## src/rtl/uart_lb_pkg.sv

```systemverilog
package uart_lb_pkg;
    localparam logic [3:0] SUB_MID  = 4'd7;
    localparam logic [3:0] SUB_LAST = 4'd15;
    localparam logic [3:0] BIT_STOP = 4'd9;

    typedef enum logic [1:0] {
        RX_IDLE,
        RX_RUN,
        RX_WAIT_HI
    } rx_state_e;
endpackage

```

## src/rtl/uart_lb_tick.sv

```systemverilog
module uart_lb_tick #(
    parameter int DIV = 27
) (
    input  logic clk,
    input  logic rst_n,
    output logic tick_o
);
    localparam int CW = (DIV > 1) ? $clog2(DIV) : 1;

    typedef struct packed {
        logic [CW-1:0] cnt;
        logic          tick;
    } st_t;

    st_t st_d, st_q;

    always_comb begin
        st_d = st_q;
        if (st_q.cnt == CW'(DIV - 1)) begin
            st_d.cnt  = '0;
            st_d.tick = 1'b1;
        end else begin
            st_d.cnt  = st_q.cnt + 1'b1;
            st_d.tick = 1'b0;
        end
    end

    always_ff @(posedge clk or negedge rst_n) begin
        if (!rst_n) st_q <= '0;
        else        st_q <= st_d;
    end

    assign tick_o = st_q.tick;
endmodule

```

## src/rtl/uart_lb_fifo.sv

```systemverilog
module uart_lb_fifo #(
    parameter int W     = 8,
    parameter int DEPTH = 16
) (
    input  logic         clk,
    input  logic         rst_n,
    input  logic         push_i,
    input  logic [W-1:0] push_data_i,
    input  logic         pop_i,
    output logic [W-1:0] head_o,
    output logic         empty_o,
    output logic         full_o
);
    localparam int AW = (DEPTH > 1) ? $clog2(DEPTH) : 1;

    typedef struct packed {
        logic [AW:0] wp;
        logic [AW:0] rp;
    } st_t;

    st_t st_d, st_q;
    logic [W-1:0] mem [DEPTH];
    logic do_push, do_pop;

    assign empty_o = (st_q.wp == st_q.rp);
    assign full_o  = (st_q.wp[AW] != st_q.rp[AW]) &&
                     (st_q.wp[AW-1:0] == st_q.rp[AW-1:0]);
    assign do_push = push_i && !full_o;
    assign do_pop  = pop_i && !empty_o;
    assign head_o  = mem[st_q.rp[AW-1:0]];

    always_comb begin
        st_d = st_q;
        if (do_push) st_d.wp = st_q.wp + 1'b1;
        if (do_pop)  st_d.rp = st_q.rp + 1'b1;
    end

    always_ff @(posedge clk or negedge rst_n) begin
        if (!rst_n) st_q <= '0;
        else        st_q <= st_d;
    end

    always_ff @(posedge clk) begin
        if (do_push) mem[st_q.wp[AW-1:0]] <= push_data_i;
    end

    // a full queue stays full unless something is taken out
    a_r8_full_holds: assert property (@(posedge clk) disable iff (!rst_n)
        (full_o && !pop_i) |=> full_o);
    // an empty queue stays empty unless something is put in
    a_r10_empty_holds: assert property (@(posedge clk) disable iff (!rst_n)
        (empty_o && !push_i) |=> empty_o);
endmodule

```

## src/rtl/uart_lb_tx.sv

```systemverilog
module uart_lb_tx
    import uart_lb_pkg::*;
(
    input  logic       clk,
    input  logic       rst_n,
    input  logic       tick_i,
    input  logic       fifo_empty_i,
    input  logic [7:0] fifo_data_i,
    output logic       pop_o,
    output logic       line_o
);
    typedef struct packed {
        logic       busy;
        logic [9:0] sh;
        logic [3:0] sub;
        logic [3:0] bitn;
    } st_t;

    st_t st_d, st_q;

    always_comb begin
        st_d  = st_q;
        pop_o = 1'b0;
        if (!st_q.busy) begin
            if (!fifo_empty_i) begin
                st_d.busy = 1'b1;
                st_d.sh   = {1'b1, fifo_data_i, 1'b0};
                st_d.sub  = '0;
                st_d.bitn = '0;
                pop_o     = 1'b1;
            end
        end else if (tick_i) begin
            if (st_q.sub == SUB_LAST) begin
                st_d.sub = '0;
                st_d.sh  = {1'b1, st_q.sh[9:1]};
                if (st_q.bitn == BIT_STOP) st_d.busy = 1'b0;
                else                       st_d.bitn = st_q.bitn + 4'd1;
            end else begin
                st_d.sub = st_q.sub + 4'd1;
            end
        end
    end

    always_ff @(posedge clk or negedge rst_n) begin
        if (!rst_n) st_q <= '{busy: 1'b0, sh: '1, sub: '0, bitn: '0};
        else        st_q <= st_d;
    end

    assign line_o = st_q.busy ? st_q.sh[0] : 1'b1;

    // every frame ends on a high stop bit
    a_r1_stop_high: assert property (@(posedge clk) disable iff (!rst_n)
        $fell(st_q.busy) |-> $past(line_o));
endmodule

```

## src/rtl/uart_lb_rx.sv

```systemverilog
module uart_lb_rx
    import uart_lb_pkg::*;
(
    input  logic       clk,
    input  logic       rst_n,
    input  logic       tick_i,
    input  logic       line_i,
    output logic       push_o,
    output logic [7:0] data_o,
    output logic       brk_o
);
    typedef struct packed {
        rx_state_e  st;
        logic [7:0] sh;
        logic [3:0] sub;
        logic [3:0] bitn;
        logic       seen_hi;
        logic       push;
        logic [7:0] data;
        logic       brk;
    } st_t;

    st_t st_d, st_q;

    always_comb begin
        st_d      = st_q;
        st_d.push = 1'b0;
        unique case (st_q.st)
            RX_IDLE: begin
                if (tick_i && !line_i) begin
                    st_d.st      = RX_RUN;
                    st_d.sub     = '0;
                    st_d.bitn    = '0;
                    st_d.seen_hi = 1'b0;
                end
            end
            RX_RUN: begin
                if (tick_i) begin
                    if (st_q.sub == SUB_LAST) begin
                        st_d.sub  = '0;
                        st_d.bitn = st_q.bitn + 4'd1;
                    end else begin
                        st_d.sub = st_q.sub + 4'd1;
                    end
                    if (st_q.sub == SUB_MID) begin
                        if (st_q.bitn == 4'd0) begin
                            if (line_i) st_d.st = RX_IDLE;
                        end else if (st_q.bitn == BIT_STOP) begin
                            if (line_i) begin
                                st_d.push = 1'b1;
                                st_d.data = st_q.sh;
                                st_d.brk  = 1'b0;
                                st_d.st   = RX_IDLE;
                            end else begin
                                if (!st_q.seen_hi) begin
                                    st_d.push = 1'b1;
                                    st_d.data = '0;
                                    st_d.brk  = 1'b1;
                                end
                                st_d.st = RX_WAIT_HI;
                            end
                        end else begin
                            st_d.sh      = {line_i, st_q.sh[7:1]};
                            st_d.seen_hi = st_q.seen_hi | line_i;
                        end
                    end
                end
            end
            RX_WAIT_HI: begin
                if (line_i) st_d.st = RX_IDLE;
            end
            default: st_d.st = RX_IDLE;
        endcase
    end

    always_ff @(posedge clk or negedge rst_n) begin
        if (!rst_n) st_q <= '{st: RX_IDLE, default: '0};
        else        st_q <= st_d;
    end

    assign push_o = st_q.push;
    assign data_o = st_q.data;
    assign brk_o  = st_q.brk;

    // a stored break word carries zero data
    a_r7_break_zero: assert property (@(posedge clk) disable iff (!rst_n)
        (push_o && brk_o) |-> (data_o == 8'h00));
endmodule

```

## src/rtl/uart_lb_core.sv

```systemverilog
module uart_lb_core #(
    parameter int DIV   = 27,
    parameter int DEPTH = 16
) (
    input  logic       clk,
    input  logic       rst_n,
    input  logic       tx_wr_en,
    input  logic [7:0] tx_wr_data,
    input  logic       rx_rd_en,
    output logic [7:0] rx_rd_data,
    output logic       rx_rd_brk,
    input  logic       brk_req,
    input  logic       lpbk_en,
    input  logic       rxd,
    output logic       txd,
    output logic       tx_empty,
    output logic       tx_full,
    output logic       rx_empty,
    output logic       rx_full,
    output logic       rx_overrun
);
    localparam int RXW = 9;

    typedef struct packed {
        logic [1:0] sync;
        logic       ovr;
    } st_t;

    st_t st_d, st_q;

    logic       tick;
    logic       tx_pop;
    logic [7:0] tx_head;
    logic       tx_line;
    logic       rx_src;
    logic       rx_push;
    logic [7:0] rx_data;
    logic       rx_brk;
    logic [RXW-1:0] rx_head;

    uart_lb_tick #(.DIV(DIV)) u_tick (
        .clk(clk), .rst_n(rst_n), .tick_o(tick)
    );

    uart_lb_fifo #(.W(8), .DEPTH(DEPTH)) u_txq (
        .clk(clk), .rst_n(rst_n),
        .push_i(tx_wr_en), .push_data_i(tx_wr_data),
        .pop_i(tx_pop), .head_o(tx_head),
        .empty_o(tx_empty), .full_o(tx_full)
    );

    uart_lb_tx u_ser (
        .clk(clk), .rst_n(rst_n), .tick_i(tick),
        .fifo_empty_i(tx_empty), .fifo_data_i(tx_head),
        .pop_o(tx_pop), .line_o(tx_line)
    );

    assign txd    = tx_line & ~brk_req;
    assign rx_src = lpbk_en ? txd : rxd;

    uart_lb_rx u_des (
        .clk(clk), .rst_n(rst_n), .tick_i(tick),
        .line_i(st_q.sync[1]),
        .push_o(rx_push), .data_o(rx_data), .brk_o(rx_brk)
    );

    uart_lb_fifo #(.W(RXW), .DEPTH(DEPTH)) u_rxq (
        .clk(clk), .rst_n(rst_n),
        .push_i(rx_push), .push_data_i({rx_brk, rx_data}),
        .pop_i(rx_rd_en), .head_o(rx_head),
        .empty_o(rx_empty), .full_o(rx_full)
    );

    always_comb begin
        st_d      = st_q;
        st_d.sync = {st_q.sync[0], rx_src};
        if (rx_push && rx_full) st_d.ovr = 1'b1;
    end

    always_ff @(posedge clk or negedge rst_n) begin
        if (!rst_n) st_q <= '{sync: 2'b11, ovr: 1'b0};
        else        st_q <= st_d;
    end

    assign rx_rd_data = rx_head[7:0];
    assign rx_rd_brk  = rx_head[8];
    assign rx_overrun = st_q.ovr;

    // the overrun flag is sticky
    a_r9_overrun_sticky: assert property (@(posedge clk) disable iff (!rst_n)
        rx_overrun |=> rx_overrun);
endmodule

```

## config.mk

```make
export PLATFORM = sky130hd
export DESIGN_NAME = uart_lb_core
export DESIGN_NICKNAME = d
export VERILOG_FILES = /design/src/rtl/uart_lb_pkg.sv /design/src/rtl/uart_lb_tick.sv /design/src/rtl/uart_lb_fifo.sv /design/src/rtl/uart_lb_tx.sv /design/src/rtl/uart_lb_rx.sv /design/src/rtl/uart_lb_core.sv
export SDC_FILE = /design/constraint.sdc
export NUM_CORES = 1
export LEC_CHECK = 0
export BUFFER_PORTS_ARGS = -buffer_cell sky130_fd_sc_hd__buf_2
export CAP_MARGIN = 20
export CORE_MARGIN = 4
export CORE_UTILIZATION = 62
export DETAILED_ROUTE_END_ITERATION = 7
export PLACE_DENSITY = 0.79
export SYNTH_ARGS = -nofsm -noshare
export SYNTH_HDL_FRONTEND = slang
export SYNTH_SLANG_ARGS = --single-unit
```

## constraint.sdc

```tcl
create_clock -name clk -period 3.1 [get_ports clk]
set_input_delay 0.465 -clock clk [delete_from_list [all_inputs] [get_ports clk]]
set_output_delay 0.465 -clock clk [all_outputs]
set_load 0.05 [all_outputs]
```

# Yosys cells after proc, flatten, opt, wreduce, memory -nomap -nowiden
# Memory sizes are Yosys's and may differ from the RTL's.
# Cells that the tools add are included.
# W data, S select, Z words.
dict set report classes {
  addsub 9
  mul 0
  div_mod_pow 0
  magnitude_cmp 0
  n_eq_ne 26
  shift 0
  muxes 38
  bitwise_logic 5
  n_reduce_logical 25
}
# operator n
set op_table {}
lappend op_table {{$mux W19} 3}
lappend op_table {{$mux W10} 5}
lappend op_table {{$mux W11} 3}
lappend op_table {{$mux W29} 1}
lappend op_table {{$add A5 B1 Y5 const B} 5}
lappend op_table {{$mux W4} 5}
lappend op_table {{$pmux W9 S2} 1}
lappend op_table {{$add A4 B1 Y4 const B} 4}
lappend op_table {{$eq A4 B4 Y1 const B} 4}
lappend op_table {{$mux W8} 2}
lappend op_table {{$ne A2 B2 Y1 const B} 8}
lappend op_table {{$reduce_and A4 Y1} 3}
lappend op_table {{$reduce_and A6 Y1} 2}
lappend op_table {{$eq A5 B5 Y1} 2}
lappend op_table {{$mux W1} 10}
lappend op_table {{$mux W2} 5}
lappend op_table {{$mux W9} 1}
lappend op_table {{$eq A4 B4 Y1} 2}
lappend op_table {{$logic_and A1 B1 Y1} 8}
lappend op_table {{$mux W6} 1}
lappend op_table {{$ne A2 B1 Y1 const B} 3}
lappend op_table {{$pmux W2 S3} 1}
lappend op_table {{$reduce_and A3 Y1} 2}
lappend op_table {{$eq A5 B5 Y1 const B} 1}
lappend op_table {{14 further kinds} 21}
dict set report word_totals {
  regBits 77
  latch_bits 0
  mem_bits_rw 272
  mem_bits_ro 0
  in_bits 15
  output_inout_bits 15
  word_cells 125
  memories 2
}
# name depth width rd rd_clocked_by_memory_dff write_ports line
set mem_list {}
lappend mem_list {u_rxq.mem 16 9 1 0 1 uart_lb_fifo.sv:22} ;# logic [W-1:0] mem [DEPTH];
lappend mem_list {u_txq.mem 16 8 1 0 1 uart_lb_fifo.sv:22}

# Longest topological paths before layout
dict set report logic_depth {
  ltp_word 7
  ltp_mapped 7
}

# Modules after synthesis
# A second synthesis with hierarchy kept.
dict set report unflattened {
  hier_cells 825
  area_unflattened_um2 14567.7
}
# mod n_inst cells_per_inst area_per_inst_um2 seq_area_each_um2
set by_module_without_submodules {}
lappend by_module_without_submodules {{uart_lb_fifo at u_rxq} 1 301 6130.9 4574.4}
lappend by_module_without_submodules {{uart_lb_fifo at u_txq} 1 277 5590.4 4093.9}
lappend by_module_without_submodules {uart_lb_rx 1 125 1452.6 725.7}
lappend by_module_without_submodules {uart_lb_tx 1 91 988.4 488.0}
lappend by_module_without_submodules {uart_lb_tick 1 25 291.5 150.1}
lappend by_module_without_submodules {uart_lb_core 1 6 113.9 77.6}

# Worst setup path after synthesis
# No wires, ideal clock.
dict set report synth_path {
  path_kind {register to output}
  startpoint {register u_rxq.st_q[1] (netlist name)}
  endpoint {output rx_rd_brk}
  arrival_ns 2.031
  slack_ns 0.604
  stages_incl_launch_ff 6
  n_path_buf 2
  path_cell_list {dfrtp_1 -> buf_1 -> buf_2 -> mux4_2 -> mux2i_1 -> a21oi_1}
}
dict set report synth_between {
  elab_chain_cells 1
}
# element line
set synth_lines {}
lappend synth_lines {{start: declaration} uart_lb_fifo.sv:21} ;# st_t st_d, st_q;
lappend synth_lines {{start signal: assignment} uart_lb_fifo.sv:40} ;# else st_q <= st_d;
lappend synth_lines {{$mem_v2 Z16 W9} n/a}
lappend synth_lines {{end: declaration} uart_lb_core.sv:11} ;# output logic rx_rd_brk,
# No other way between the ends.

# Worst setup path after layout
dict set report layout_path {
  startpoint {register u_rxq.st_q[0] (netlist name)}
  endpoint {output rx_rd_data[2]}
}
dict set report layout_between {
  elab_chain_cells 1
}
# element line
set layout_lines {}
lappend layout_lines {{$mem_v2 Z16 W9} n/a}
lappend layout_lines {{end: declaration} uart_lb_core.sv:10} ;# output logic [7:0] rx_rd_data,
# No other way between the ends.

==> impl_metrics.toml <==
[outcome]
status = "finished clean"

[yosys]
syn-num-nets = 853
syn-cell-area_sq_mm = 0.0143
yosysTopAreaCell = "edfxtp_1"
yosys.cell_types.count = 59
synth-seq-cells = 349
avgSynthCellArea_sq_um = 17.4
async_flop_share = 0.221
synthTopCellsByArea = "edfxtp_1, dfrtp_1, mux4_2"
synth_cells = 819
ys_seq_area_frac = 0.709
synthFlopType = "edfxtp_1"
synth_top_area_share = 0.573
yosysWarnings = 0
synth_edf_count = 272

[clock_network]
clockRootBuffer = "clkbuf_16"
cts-buffers-inserted = 34
path_clk_slew_ns = 0.06
cts_buffer_depth = 3
cts_tree = "built"
cts_hold_buf = 0
htree_levels = 2
cts.sinks = 349
clock_latency_ns = 0.51

[sta]
fin_skew_ns = 0.0132
fmax_mhz = 339
report.final.slew_viol_count = 0
rsz0062_at_grt = "no"
finalHoldViolCount = 0
period_needed_ns = 2.95
worst_pin_slew_ns = 0.972
setup_tns_ns = 0
whs_ns = 0.0896
slew_headroom = 0.352
period_share = 0.951
setup_viol = 0

[power]
p_sw_uw = 2990
powerDensity_mw_per_mm2 = 721
vdd_drop_max_uv = 545
swShare = 0.260
p_clk_frac = 0.362
p_comb_frac = 0.157
p_int_uw = 8490
p_seq_frac = 0.481
leakage_uw = 0.00527

[floorplan]
die-area_sq_mm = 0.0255
core_sq_mm = 0.0226
fp-row-count = 55
die_w_um = 160
num_io_pins = 30
start_util = 0.630
die_y_um = 160

[global_routing]
first_global_vias = 7715
overflow = 0
antenna_found_initial = 0
use_met2 = 0.386
grt-busiest-layer = "met2"
grt_pass1_wl_um = 44100
grtUsageMet1 = 0.294
track_usage = 0.223
use_met3 = 0.0302
grt_max_degree = 78

[place]
place_area_sq_mm = 0.0147
gp_congestion = 0.878
hpwlAfterDp_um = 17700
portBuffers = 29
dp.cells = 1112

[layout]
synthToLayoutAreaGrowth_pct = 11.6
finalInstanceArea_sq_mm = 0.0159
fin_cells = 1181
drive_gt1_frac = 0.212
antenna_cells = 0
layout.nets = 905

[worst_setup_path]
cp_slowest_cell = "dfrtp_4"
critPathRequiredTime_ns = 2.63
worstPathMaxFanout = 15
end_kind = "primary output"
cpPeakStageDelay_ns = 0.56
worstPathCellList = "buf_4, mux4_2, nor2b_1, a211oi_1, a21oi_1, buf_2"
worstSetupStartpointType = "register"
arrival_ns = 2.48
cp_top_family = "flip-flops"
crit_type = "reg2out"
critPathBufInv = 2

[worst_hold_path]
hold_path_class = "in2async"

[routing]
dr.pass1.iters = 5
drc_errors = 0
vias_per_cell = 6.29
detail_route.wl_per_cell_um = 23.5
vias = 7431
wl_um = 27800
drt-initial-drc-count = 695
drtAntennaViolNets = 0

[run]
maxCapViolations = 0
## routing by layer
metal	up-vias	routed length, um
met3	65	1480
li1	3330	-
met1	3754	10900
met5	-	0
met2	282	14500
met4	0	909
## placed cells by master (no fill, tap or decap), types with 14 or more instances in the layout
cell,netlist,routed
buf_4,10,27
nand2_1,27,27
dfrtp_1,65,62
ha_1,19,19
and3_1,21,21
xor2_1,14,14
mux4_2,48,48
edfxtp_1,272,272
a21oi_1,25,25
buf_2,13,28
nor2b_1,14,14
o21ai_0,20,20
clkbuf_16,0,37
xnor2_1,19,19
inv_1,19,19
mux2i_1,44,44
nor2_1,20,20
## synthesized netlist by cell type, drive strengths merged, types with 2 or more instances
cell type / number
ha: 19
a22oi: 9
a221oi: 8
nor4: 2
a211oi: 10
a21oi: 27
a21o: 2
nor3b: 4
xor2: 14
a221o: 8
a21boi: 2
nand2b: 3
nand3: 6
mux2i: 44
nor2: 21
nor3: 3
and3b: 4
o211ai: 8
and2b: 2
dfstp: 12
nand2: 27
a31oi: 2
and2: 7
inv: 19
nor2b: 14
and4: 5
o21ai: 26
and3: 21
dfrtp: 65
buf: 30
clkbuf: 12
xnor2: 19
mux4: 52
nand4: 9
edfxtp: 272
o31ai: 2
mux2: 10
a22o: 11
## timing repair
action	4_1_cts	5_1_grt
hold endpoints to repair	0	0
setup endpoints to repair	9	6
buffers inserted	0	8
gates resized for setup	2	2
## area by class of cell
cell class / instances / area, sq um
sequential: 349 / 10100
fill: 1361 / 6730
multi-input combinational: 409 / 3850
clock buffer: 46 / 980
timing repair buffer: 58 / 385
tap: 285 / 357
clock inverter: 15 / 154
inverter: 19 / 71.3
## power groups by stage
stage	sequential [uW]	combinational, uW	clock (uW)
2_1_floorplan	5480	1390	0
3_3_place_gp	5600	1650	0
6_report	5530	1800	4150
3_5_place_dp	5620	1700	0
5_1_grt	5560	1940	4440
4_1_cts	5540	1720	4220
## state kept, by name, indices dropped and copies added, names as in the netlist
| name | cells |
|---|---|
| u_rxq.st_q | 10 |
| u_des.st_q | 19 |
| u_des.data_o | 8 |
| u_tick.st_q | 5 |
| u_ser.st_q | 19 |
| rx_overrun | 1 |
| u_des.push_o | 1 |
| u_txq.st_q | 10 |
| u_des.brk_o | 1 |
| st_q | 1 |
| u_txq.mem | 128 |
| u_rxq.mem | 144 |
| u_tick.tick_o | 1 |
| st_d | 1 |
## worst reg2reg max path: stages (launching register included)
cell	delay, ns
dfrtp_1	0.65
xor2_1	0.31
nor4_4	0.12
a21boi_1	0.27
buf_4	0.27
and3_1	0.50
## logic make-up after synthesis
logic type	Yosys count	synth area share
buf+inv	61	0.0210
mux	106	0.122
simple gates	133	0.0536
fa+ha+maj	19	0.0167
flops	349	0.709
xor+xnor	33	0.0203
compound gates	118	0.0575
## final timing paths
kind	slack, ns	startpoint	cells after the start	end
min	0.09	rst_n	1	u_des.st_q[16]$_DFFE_PN0P_
max	0.15	u_rxq.st_q[0]$_DFFE_PN0P_	6	rx_rd_data[2]
max in group asynchronous	2.26	rst_n	1	u_rxq.st_q[0]$_DFFE_PN0P_
max reg2reg	0.62	u_txq.st_q[0]$_DFFE_PN0P_	5	u_txq.mem[15][1]$_DFFE_PP_
min reg2reg	0.36	st_d[2]$_DFF_PN1_	0	st_q[2]$_DFF_PN1_
min in group clk	0.19	rxd	2	st_d[2]$_DFF_PN1_
## per-stage QoR
| stage | power (uW) | worst slack, ns | util |
|---|---|---|---|
| floorplan | 6870 | 0.604 | - |
| global placement | 7250 | 0.514 | 0.650 |
| detailed placement | 7330 | 0.456 | 0.650 |
| CTS | 11500 | 0.0138 | 0.700 |
| global route | 11900 | 0.0525 | 0.703 |
| finish | 11500 | 0.153 | 0.703 |
No activity file was read; power rests on OpenSTA's default activity.
